[src/rtl/pq_pkg.sv]
// Shared register addresses and status bit positions of the page queue manager.
package pq_pkg;
    typedef enum logic [3:0] {
        RA_STATUS    = 4'd0,
        RA_CONFIG    = 4'd1,
        RA_FREE_DATA = 4'd2,
        RA_FREE_CNT  = 4'd3,
        RA_TX_DATA   = 4'd4,
        RA_TX_CNT    = 4'd5,
        RA_RX_DATA   = 4'd6,
        RA_RX_CNT    = 4'd7,
        RA_DONE_DATA = 4'd8,
        RA_DONE_CNT  = 4'd9
    } reg_addr_e;

    localparam int unsigned ST_RXNE   = 0;
    localparam int unsigned ST_DONENE = 1;
    localparam int unsigned ST_TXOFF  = 2;
    localparam int unsigned ST_RXOFF  = 3;
    localparam int unsigned ST_OVF    = 4;
    localparam int unsigned HOST_W    = 8;
endpackage

[src/rtl/page_fifo.sv]
// Page-number FIFO with single-cycle push and pop.
// Assumes DEPTH is a power of two. A push when full and a pop when empty
// are ignored. With PRELOAD set, reset or load fills entries with 1,2,3,...
// and sets the count to load_count; otherwise load empties the queue.
module page_fifo #(
    parameter int unsigned W       = 7,
    parameter int unsigned DEPTH   = 128,
    parameter bit          PRELOAD = 1'b0,
    localparam int unsigned AW     = $clog2(DEPTH),
    localparam int unsigned CW     = AW + 1
) (
    input  logic          clk,
    input  logic          rst_n,
    input  logic          load,
    input  logic [CW-1:0] load_count,
    input  logic          push,
    input  logic [W-1:0]  push_data,
    input  logic          pop,
    output logic [W-1:0]  head,
    output logic [CW-1:0] count,
    output logic          empty,
    output logic          overflow
);
    logic [W-1:0]  mem [DEPTH];
    logic [AW-1:0] rd_ptr, wr_ptr;
    logic          full, start, do_push, do_pop;

    assign start    = !rst_n || load;
    assign empty    = (count == '0);
    assign full     = (count == CW'(DEPTH));
    assign do_push  = push && !full;
    assign do_pop   = pop && !empty;
    assign head     = mem[rd_ptr];
    assign overflow = push && full && !start;

    // Pointer and occupancy update.
    always_ff @(posedge clk) begin
        if (start) begin
            rd_ptr <= '0;
            wr_ptr <= PRELOAD ? load_count[AW-1:0] : '0;
            count  <= PRELOAD ? load_count : '0;
        end else begin
            if (do_push) wr_ptr <= wr_ptr + 1'b1;
            if (do_pop)  rd_ptr <= rd_ptr + 1'b1;
            count <= count + CW'(do_push) - CW'(do_pop);
        end
    end

    generate
        if (PRELOAD) begin : g_preload
            // Storage write: ascending page fill on start, else one push.
            always_ff @(posedge clk) begin
                if (start) begin
                    for (int i = 0; i < DEPTH; i++) mem[i] <= W'(i + 1);
                end else if (do_push) begin
                    mem[wr_ptr] <= push_data;
                end
            end
        end else begin : g_plain
            // Storage write: one push per cycle.
            always_ff @(posedge clk) begin
                if (do_push && !start) mem[wr_ptr] <= push_data;
            end
        end
    endgenerate

    assert_full_push_ignored_R9: assert property (@(posedge clk) disable iff (!rst_n)
        (push && full && !pop && !load) |=> (count == $past(count)));

    assert_empty_pop_ignored_R3: assert property (@(posedge clk) disable iff (!rst_n)
        (pop && empty && !push && !load) |=> empty);
endmodule

[src/rtl/pq_flow_ctrl.sv]
// Direction enables, memory size and sticky overflow flag.
// Assumes one-cycle strobes. Frame admission requires reception enabled and a
// free page. A dry-pool arrival sets receive-disable ahead of a status write.
module pq_flow_ctrl (
    input  logic clk,
    input  logic rst_n,
    input  logic wr_status,
    input  logic wr_config,
    input  logic bit_txoff,
    input  logic bit_rxoff,
    input  logic bit_big,
    input  logic rx_frame,
    input  logic free_empty,
    input  logic tx_take,
    input  logic tx_empty,
    input  logic any_overflow,
    output logic tx_dis,
    output logic rx_dis,
    output logic ovf,
    output logic mem_big,
    output logic rx_grant,
    output logic tx_fire
);
    logic dry_hit;

    assign dry_hit  = rx_frame && !rx_dis && free_empty;
    assign rx_grant = rx_frame && !rx_dis && !free_empty;
    assign tx_fire  = tx_take && !tx_dis && !tx_empty;

    // Receive-disable: set by a dry arrival, otherwise loaded by status writes.
    always_ff @(posedge clk) begin
        if (!rst_n)         rx_dis <= 1'b0;
        else if (dry_hit)   rx_dis <= 1'b1;
        else if (wr_status) rx_dis <= bit_rxoff;
    end

    // Transmit-disable: loaded by status writes.
    always_ff @(posedge clk) begin
        if (!rst_n)         tx_dis <= 1'b0;
        else if (wr_status) tx_dis <= bit_txoff;
    end

    // Sticky overflow, cleared by configuration writes; memory size select.
    always_ff @(posedge clk) begin
        if (!rst_n) begin
            ovf     <= 1'b0;
            mem_big <= 1'b0;
        end else if (wr_config) begin
            ovf     <= 1'b0;
            mem_big <= bit_big;
        end else if (any_overflow) begin
            ovf     <= 1'b1;
        end
    end

    assert_dry_disables_R6: assert property (@(posedge clk) disable iff (!rst_n)
        (rx_frame && free_empty && !rx_dis) |=> rx_dis);

    assert_ovf_sticky_R9: assert property (@(posedge clk) disable iff (!rst_n)
        (ovf && !wr_config) |=> ovf);
endmodule

[src/rtl/pq_host_port.sv]
// Byte-wide register decode: turns host strobes into queue pushes and pops and
// selects read data. Assumes read data is taken in the strobe cycle. Data
// reads of empty queues, or of the free queue while the MAC takes its head,
// return 0 and pop nothing.
module pq_host_port #(
    parameter int unsigned PAGE_W = 7,
    parameter int unsigned CNT_W  = 8
) (
    input  logic              wr,
    input  logic              rd,
    input  logic [3:0]        addr,
    input  logic [7:0]        wdata,
    input  logic [7:0]        status,
    input  logic              mem_big,
    input  logic              mac_takes_free,
    input  logic [PAGE_W-1:0] free_head,
    input  logic              free_empty,
    input  logic [CNT_W-1:0]  free_cnt,
    input  logic [CNT_W-1:0]  tx_cnt,
    input  logic [PAGE_W-1:0] rx_head,
    input  logic              rx_empty,
    input  logic [CNT_W-1:0]  rx_cnt,
    input  logic [PAGE_W-1:0] done_head,
    input  logic              done_empty,
    input  logic [CNT_W-1:0]  done_cnt,
    output logic              wr_status,
    output logic              wr_config,
    output logic              push_free,
    output logic              push_tx,
    output logic              pop_free,
    output logic              pop_rx,
    output logic              pop_done,
    output logic [PAGE_W-1:0] push_page,
    output logic [7:0]        rdata
);
    import pq_pkg::*;

    logic unused_wdata_hi;
    assign unused_wdata_hi = ^wdata[7:PAGE_W];
    assign push_page       = wdata[PAGE_W-1:0];

    // Write and pop strobe decode.
    always_comb begin
        wr_status = wr && (addr == RA_STATUS);
        wr_config = wr && (addr == RA_CONFIG);
        push_free = wr && (addr == RA_FREE_DATA);
        push_tx   = wr && (addr == RA_TX_DATA);
        pop_free  = rd && (addr == RA_FREE_DATA) && !mac_takes_free;
        pop_rx    = rd && (addr == RA_RX_DATA);
        pop_done  = rd && (addr == RA_DONE_DATA);
    end

    // Read data select.
    always_comb begin
        case (addr)
            RA_STATUS:    rdata = status;
            RA_CONFIG:    rdata = 8'(mem_big);
            RA_FREE_DATA: rdata = (free_empty || mac_takes_free) ? 8'h00 : 8'(free_head);
            RA_FREE_CNT:  rdata = 8'(free_cnt);
            RA_TX_CNT:    rdata = 8'(tx_cnt);
            RA_RX_DATA:   rdata = rx_empty ? 8'h00 : 8'(rx_head);
            RA_RX_CNT:    rdata = 8'(rx_cnt);
            RA_DONE_DATA: rdata = done_empty ? 8'h00 : 8'(done_head);
            RA_DONE_CNT:  rdata = 8'(done_cnt);
            default:      rdata = 8'h00;
        endcase
    end
endmodule

[src/rtl/pbuf_page_qmgr.sv]
// Packet buffer page queue manager: four page-number FIFOs (free, transmit,
// receive, transmit-done) sharing one page pool, a host register port and
// MAC-side strobes. Assumes a host that keeps pages unique; duplicates are
// stored as given. All operations complete in one clock.
module pbuf_page_qmgr #(
    parameter int unsigned PAGE_W = 7,
    localparam int unsigned DEPTH      = 2 ** PAGE_W,
    localparam int unsigned CNT_W      = PAGE_W + 1,
    localparam int unsigned LAST_BIG   = DEPTH - 1,
    localparam int unsigned LAST_SMALL = DEPTH / 2 - 1
) (
    input  logic              clk,
    input  logic              rst_n,
    input  logic [3:0]        host_addr,
    input  logic              host_wr,
    input  logic              host_rd,
    input  logic [7:0]        host_wdata,
    output logic [7:0]        host_rdata,
    input  logic              rx_frame,
    output logic              rx_grant,
    output logic [PAGE_W-1:0] rx_page,
    output logic              tx_avail,
    output logic [PAGE_W-1:0] tx_page,
    input  logic              tx_take,
    input  logic              done_push,
    input  logic [PAGE_W-1:0] done_status
);
    import pq_pkg::*;

    logic              wr_status, wr_config, push_free, push_tx;
    logic              pop_free, pop_rx, pop_done, tx_fire;
    logic [PAGE_W-1:0] push_page, free_head, tx_head, rx_head, done_head;
    logic [CNT_W-1:0]  free_cnt, tx_cnt, rx_cnt, done_cnt, free_load_cnt;
    logic              free_empty, tx_empty, rx_empty, done_empty;
    logic              free_ovf, tx_ovf, rx_ovf, done_ovf;
    logic              tx_dis, rx_dis, ovf, mem_big;
    logic [7:0]        status;

    assign free_load_cnt = (rst_n && wr_config && host_wdata[0]) ?
                           CNT_W'(LAST_BIG) : CNT_W'(LAST_SMALL);
    assign rx_page  = free_head;
    assign tx_page  = tx_head;
    assign tx_avail = !tx_empty && !tx_dis;

    // Status byte assembly.
    always_comb begin
        status            = 8'h00;
        status[ST_RXNE]   = !rx_empty;
        status[ST_DONENE] = !done_empty;
        status[ST_TXOFF]  = tx_dis;
        status[ST_RXOFF]  = rx_dis;
        status[ST_OVF]    = ovf;
    end

    pq_host_port #(.PAGE_W(PAGE_W), .CNT_W(CNT_W)) u_port (
        .wr(host_wr), .rd(host_rd), .addr(host_addr), .wdata(host_wdata),
        .status(status), .mem_big(mem_big), .mac_takes_free(rx_grant),
        .free_head(free_head), .free_empty(free_empty), .free_cnt(free_cnt),
        .tx_cnt(tx_cnt),
        .rx_head(rx_head), .rx_empty(rx_empty), .rx_cnt(rx_cnt),
        .done_head(done_head), .done_empty(done_empty), .done_cnt(done_cnt),
        .wr_status(wr_status), .wr_config(wr_config), .push_free(push_free),
        .push_tx(push_tx), .pop_free(pop_free), .pop_rx(pop_rx),
        .pop_done(pop_done), .push_page(push_page), .rdata(host_rdata)
    );

    pq_flow_ctrl u_flow (
        .clk(clk), .rst_n(rst_n), .wr_status(wr_status), .wr_config(wr_config),
        .bit_txoff(host_wdata[ST_TXOFF]), .bit_rxoff(host_wdata[ST_RXOFF]),
        .bit_big(host_wdata[0]), .rx_frame(rx_frame), .free_empty(free_empty),
        .tx_take(tx_take), .tx_empty(tx_empty),
        .any_overflow(free_ovf || tx_ovf || rx_ovf || done_ovf),
        .tx_dis(tx_dis), .rx_dis(rx_dis), .ovf(ovf), .mem_big(mem_big),
        .rx_grant(rx_grant), .tx_fire(tx_fire)
    );

    page_fifo #(.W(PAGE_W), .DEPTH(DEPTH), .PRELOAD(1'b1)) u_free_q (
        .clk(clk), .rst_n(rst_n), .load(wr_config), .load_count(free_load_cnt),
        .push(push_free), .push_data(push_page), .pop(rx_grant || pop_free),
        .head(free_head), .count(free_cnt), .empty(free_empty), .overflow(free_ovf)
    );

    page_fifo #(.W(PAGE_W), .DEPTH(DEPTH), .PRELOAD(1'b0)) u_tx_q (
        .clk(clk), .rst_n(rst_n), .load(wr_config), .load_count(free_load_cnt),
        .push(push_tx), .push_data(push_page), .pop(tx_fire),
        .head(tx_head), .count(tx_cnt), .empty(tx_empty), .overflow(tx_ovf)
    );

    page_fifo #(.W(PAGE_W), .DEPTH(DEPTH), .PRELOAD(1'b0)) u_rx_q (
        .clk(clk), .rst_n(rst_n), .load(wr_config), .load_count(free_load_cnt),
        .push(rx_grant), .push_data(free_head), .pop(pop_rx),
        .head(rx_head), .count(rx_cnt), .empty(rx_empty), .overflow(rx_ovf)
    );

    page_fifo #(.W(PAGE_W), .DEPTH(DEPTH), .PRELOAD(1'b0)) u_done_q (
        .clk(clk), .rst_n(rst_n), .load(wr_config), .load_count(free_load_cnt),
        .push(done_push), .push_data(done_status), .pop(pop_done),
        .head(done_head), .count(done_cnt), .empty(done_empty), .overflow(done_ovf)
    );

    assert_grant_moves_page_R5: assert property (@(posedge clk) disable iff (!rst_n)
        (rx_grant && !pop_rx && !wr_config && (rx_cnt != CNT_W'(DEPTH)))
        |=> (rx_cnt == $past(rx_cnt) + 1'b1));

    assert_txoff_blocks_take_R7: assert property (@(posedge clk) disable iff (!rst_n)
        (tx_take && tx_dis && !push_tx && !wr_config) |=> (tx_cnt == $past(tx_cnt)));

    assert_dry_drops_frame_R6: assert property (@(posedge clk) disable iff (!rst_n)
        (rx_frame && free_empty) |-> !rx_grant);
endmodule

[config.mk]
export PLATFORM = sky130hd
export DESIGN_NAME = pbuf_page_qmgr
export DESIGN_NICKNAME = d
export VERILOG_FILES = /design/src/rtl/pq_pkg.sv /design/src/rtl/page_fifo.sv /design/src/rtl/pq_flow_ctrl.sv /design/src/rtl/pq_host_port.sv /design/src/rtl/pbuf_page_qmgr.sv
export SDC_FILE = /design/constraint.sdc
export NUM_CORES = 2
export LEC_CHECK = 0
export ABC_AREA = 0
export BUFFER_PORTS_ARGS = -buffer_cell sky130_fd_sc_hd__buf_2
export CORE_ASPECT_RATIO = 0.75
export CORE_UTILIZATION = 30
export DETAILED_ROUTE_END_ITERATION = 8
export PLACE_DENSITY = 0.54
export SYNTH_ARGS = -nofsm -noshare
export SYNTH_HDL_FRONTEND = slang
export SYNTH_SLANG_ARGS = --single-unit
[constraint.sdc]
create_clock -name clk -period 12.84 [get_ports clk]
set_input_delay 1.284 -clock clk [delete_from_list [all_inputs] [get_ports clk]]
set_output_delay 1.284 -clock clk [all_outputs]
set_load 0.01 [all_outputs]
After elaboration in Yosys (flattened, before gate mapping). Memories as Yosys holds them, arrays and structs flattened. A register that Yosys moved wholly into a read port is not among the register bits. Cells that the tools add are included.

Register bits after elaboration: 92. Input bits: 26. Output and inout bits: 24. Logic and storage cells: 145. Memory bits (writable): 3584. Memories: 4.

Multiplexer cells: 32. Reduce and logical (&&, ||, !) cells: 63. Equality and inequality tests: 13. Add/subtract/negate cells: 16. Bitwise gates (word level): 1.

Memory list: u_done_q.mem (words 128, bits a word 7, rd ports 1, clocked after Yosys merged registers in 1, wr ports 1, line page_fifo.sv:24) `logic [W-1:0] mem [DEPTH];`; u_free_q.mem (words 128, bits a word 7, rd ports 1, clocked after Yosys merged registers in 1, wr ports 128, line page_fifo.sv:24); u_rx_q.mem (words 128, bits a word 7, rd ports 1, clocked after Yosys merged registers in 1, wr ports 1, line page_fifo.sv:24); u_tx_q.mem (words 128, bits a word 7, rd ports 1, clocked after Yosys merged registers in 1, wr ports 1, line page_fifo.sv:24).

Operators by type and width (number): 2-to-1 mux 7 bit (16); one-hot mux 8 bit (9 select lines) (1); adder 7 x 1 -> 7 bit, second input constant (8); logical AND 1 bit (35); adder 8 x 1 -> 8 bit (4); equality test 8 bit, second input constant (4); zero test 8 bit (4); subtractor 8 x 1 -> 8 bit (4); equality test 4 x 3 -> 1 bit, second input constant (4); 2-to-1 mux 1 bit (14); zero test 1 bit (13); equality test 4 x 2 -> 1 bit, second input constant (2); equality test 4 bit, second input constant (2); 2-to-1 mux 8 bit (1); OR reduction 7 bit (1); logical OR 1 bit (6); equality test 4 x 1 -> 1 bit, second input constant (1); zero test 4 bit (1); nonzero test 2 bit (2); OR reduction 2 bit (1); inverter 1 bit (1).

Longest topological paths before layout.
Depth in word-level cells: 9. Mapped depth: 19. Gate-level depth less buffers: 17.

By module. Synthesis repeated with hierarchy kept, for this count alone.

Cells, all modules: 8683. Area total of the unflattened synthesis: 152481.2 um2.

By module, submodules not included: page_fifo (u_rx_q ...) (times used 2, sequential area each 27486.4 um2, cells an instance 1830, area an instance 36108.4 um2); page_fifo (u_free_q) (times used 1, sequential area each 27556.4 um2, cells an instance 3074, area an instance 43294.0 um2); page_fifo (u_done_q) (times used 1, sequential area each 27486.4 um2, cells an instance 1824, area an instance 36074.6 um2); pq_host_port (times used 1, sequential area each 0.0 um2, cells an instance 102, area an instance 693.2 um2); pq_flow_ctrl (times used 1, sequential area each 80.1 um2, cells an instance 15, area an instance 163.9 um2); pbuf_page_qmgr (times used 1, sequential area each 0.0 um2, cells an instance 8, area an instance 38.8 um2).

Least setup slack after synthesis. No wires, ideal clock.

Path kind: register to output. Start: register with a tool-made name. End: output rx_page[5]. Stages on the path, launching flop included: 14. Path buffers: 7. Data required time: 11.556 ns. Data arrival time: 7.487 ns. Path slack: 4.069 ns. Cell sequence: dfxtp_1 -> buf_2 -> buf_6 -> buf_4 -> buf_2 -> buf_2 -> buf_4 -> buf_4 -> mux2i_1 -> a21oi_1 -> o211ai_1 -> nand4_1 -> o21ai_0 -> o21ai_0.

RTL lines: end: declaration (line pbuf_page_qmgr.sv:21) `output logic [PAGE_W-1:0] rx_page,`.

==> flow_summary.toml <==
[detailed_routing]
drt-wirelength-per-cell_um = 27.6
drc_errors = 0
drtPass1Iterations = 6
routed_via_count = 81600
finalWirelength_mm = 425
detail-route-antenna-nets = 0
first_iter_violations = 9896
routed_via_density = 5.31

[timing]
final.hold.worst_slack_ns = 0.492
timing.setup.tns_ns = 0
finalHoldViolations = 0
max_freq_mhz = 128
maxSlewViolCount = 0
fin_crit_sh_pct = 60.6
final_period_minus_worst_setup_slack_ns = 7.78
relSlewSlack_pct = 7.82
finClkSkew_ns = 0.122
rsz0062_at_grt = "false"
final.setup.worst_slack_ns = 5.06
setup_viol = 0
slew_at_the_pin_closest_to_its_max_slew_limit_ns = 1.37

[final_layout]
ff_latch_area_um2 = 110000
post_route_cells_drive_above_1_share_pct = 20.8
finalCoreUtilization_pct = 34.1
synthToLayoutAreaGrowth_pct = 12.9
area_of_the_multi_input_gates_um2 = 38800
design.final.nets = 8452
n_fill_cell = 47200
finalInstanceArea_um2 = 171000

[synthesis]
seq_area_frac_synth_pct = 72.6
synth_top_area_share_pct = 71.1
mapped_cell_area_um2 = 152000
synth_compound_gate_area_share_pct = 2.51
post_synthesis_share_of_cell_area_spent_on_and_or_nand_and_nor_gates_pct = 6.65
synthDominantAreaCellType = "edfxtp_1"
yosysWarningCount = 0
syn_inst = 8413
postSynth.topFlopCell = "edfxtp_1"
synth_seq_cells = 3704
yosys-top-cells-area = "edfxtp_1, mux4_2, nor2_1"
synth_edf_count = 3591
yosys.cell_count.top_type = "edfxtp_1"
yosys-mux-area-fraction_pct = 15.4
synth_top_family_by_area = "multiplexers"
share_of_synthesized_registers_carrying_an_async_set_or_reset_pct = 0
syn_nets = 8499
synth.lib_cells_used.distinct = 84
post_synth_most_frequent_cells = "edfxtp_1, mux4_2, nor2_1"
post_synth_fa_ha_maj_area_fraction_pct = 0.515
yosys.area_share.xor_xnor_pct = 0.358
syn-mean-instance-area_um2 = 18.0

[global_route]
global_router_s_overall_resource_usage_pct = 16.1
overflow = 0
grt_antenna_before_repair = 29
grt_first_pass_wirelength_mm = 605
first_global_vias = 80800
grt_start_max_net_pins = 153

[clocking]
tritoncts.num_buffers = 364
clk_pin_slew_ns = 0.07
tritoncts = "yes"
cts-htree-levels = 5
master_cell_of_the_clock_root_buffer = "clkbuf_16"
cts_resized = 0
clkLatencyLatePin_ns = 1.00
cts_max_path_buffers = 4
cts-hold-fix-buffers = 0
sink_count = 3704
cts_setup_buffers = 0

[job]
max_cap_violations = 0

[setup_path]
crit_fanout = 31
crit_path_start_kind = "register"
worst-endpoint-required_ns = 11.56
worst_r2r_path_depth = 10
arrival_time_at_the_worst_endpoint_ns = 6.50
endpoint_kind = "primary output"
critical_path_class = "reg2out"

[floorplanning]
num_io_pins = 50
die_h_um = 618
chipWidth_um = 823
initial_utilization_pct = 30.2
fp.dieArea_um2 = 508000
row_count = 225
fp.coreArea_um2 = 502000

[placed_design]
finalWeightedCongestion = 0.830
port_buffers = 48
detailed_place.area_um2 = 159000
pre_cts_slack_ns = 6.03
dp.final_hpwl_mm = 265

[run_status]
outcome = "finished clean"

[min_path]
timing.hold.worst_path_depth = 2
hold_path_class = "reg2reg"

[power_and_ir_drop]
vdd.ir_drop.worst_uv = 154
leakagePower_uw = 0.0493
pwr_density_cell_nw_per_um2 = 156
[path summary, 6_finish.rpt]
kind | start | end | slack [ns]
worst max register to register | register | u_rx_q.mem[91][5] | 7.24
worst min-delay path | u_flow.mem_big | u_flow.mem_big | 0.49
worst min register to register | u_flow.mem_big | u_flow.mem_big | 0.49
worst max-delay path | register | host_rdata[5] | 5.06
[sequential cells by signal, summed over array words and instances, names as in the netlist, named ones only]
register	flops
u_tx_q.rd_ptr	7
u_free_q.rd_ptr	7
u_flow.mem_big	1
u_tx_q.count	8
u_tx_q.mem	896
u_done_q.mem	896
u_flow.ovf	1
u_tx_q.wr_ptr	7
u_done_q.rd_ptr	7
u_rx_q.mem	896
u_done_q.wr_ptr	7
u_done_q.count	8
u_free_q.count	8
u_rx_q.rd_ptr	7
u_flow.rx_dis	1
u_rx_q.wr_ptr	7
u_flow.tx_dis	1
u_free_q.mem	896
u_rx_q.count	8
u_free_q.wr_ptr	7
[placed cells by master (no fill, tap or decap), types with 127 or more instances in the layout]
| cell | synthesis | final |
|---|---|---|
| edfxtp_1 | 3591 | 3591 |
| nor3_1 | 320 | 319 |
| clkbuf_16 | 0 | 366 |
| nand3_1 | 170 | 167 |
| o21ai_0 | 171 | 163 |
| mux4_2 | 933 | 933 |
| nor2_1 | 655 | 654 |
| nand2_1 | 470 | 461 |
| mux2i_1 | 212 | 212 |
| buf_4 | 34 | 181 |
| or3_1 | 128 | 127 |
[worst max-delay path, cell delays in order, from the launching register on]
cell,delay [ns]
dfxtp_4,0.77
buf_4,0.60
buf_4,0.61
mux4_2,0.59
mux2i_1,0.16
nor2_1,0.08
a221oi_1,0.47
o21ai_0,0.58
a2111oi_0,0.56
nand4_1,0.68
buf_2,0.39
[layout make-up]
type                    instances  area share, %
flip-flops and latches       3704           64.3
multi-input cells            4004           22.7
clock buffers                 429           5.48
well taps                    6696           4.89
clock inverters               234           1.48
repair buffers                225          0.992
inverters                      67          0.154
diodes                          8         0.0117
[per-stage QoR]
stage | instances | total power [µW]
finish | 15400 | 26700
global route | 15400 | 27500
CTS | 15400 | 26900
detailed placement | 14700 | 16100
global placement | 14700 | 16100
floorplan | 8413 | 15200
[per-layer routing]
| metal | share of wire, % | vias to the layer above | track usage [%] |
|---|---|---|---|
| met1 | 46 | 43700 | 24.7 |
| met4 | 2.3 | 4 | 3.57 |
| met2 | 43 | 3672 | 23.6 |
| li1 | - | 33700 | - |
| met3 | 8.8 | 575 | 3.25 |
| met5 | 0.0064 | - | 0 |
[logic make-up (layout without fill, tap and decap cells)]
family | after synthesis | after routing
flops | 3704 | 3704
simple gates | 2137 | 2137
xor+xnor | 62 | 62
buf+inv | 705 | 955
compound gates | 575 | 575
other cells | 0 | 8
mux | 1170 | 1170
fa+ha+maj | 60 | 60
[power by group]
group          switching (µW)  total (µW)  internal, µW  leakage [µW]
Sequential                135       13600         13500        0.0329
Combinational            1370        2210           840        0.0106
Clock                    4780       10900          6120       0.00581
Note: power is estimated with default switching activity, not from simulation.
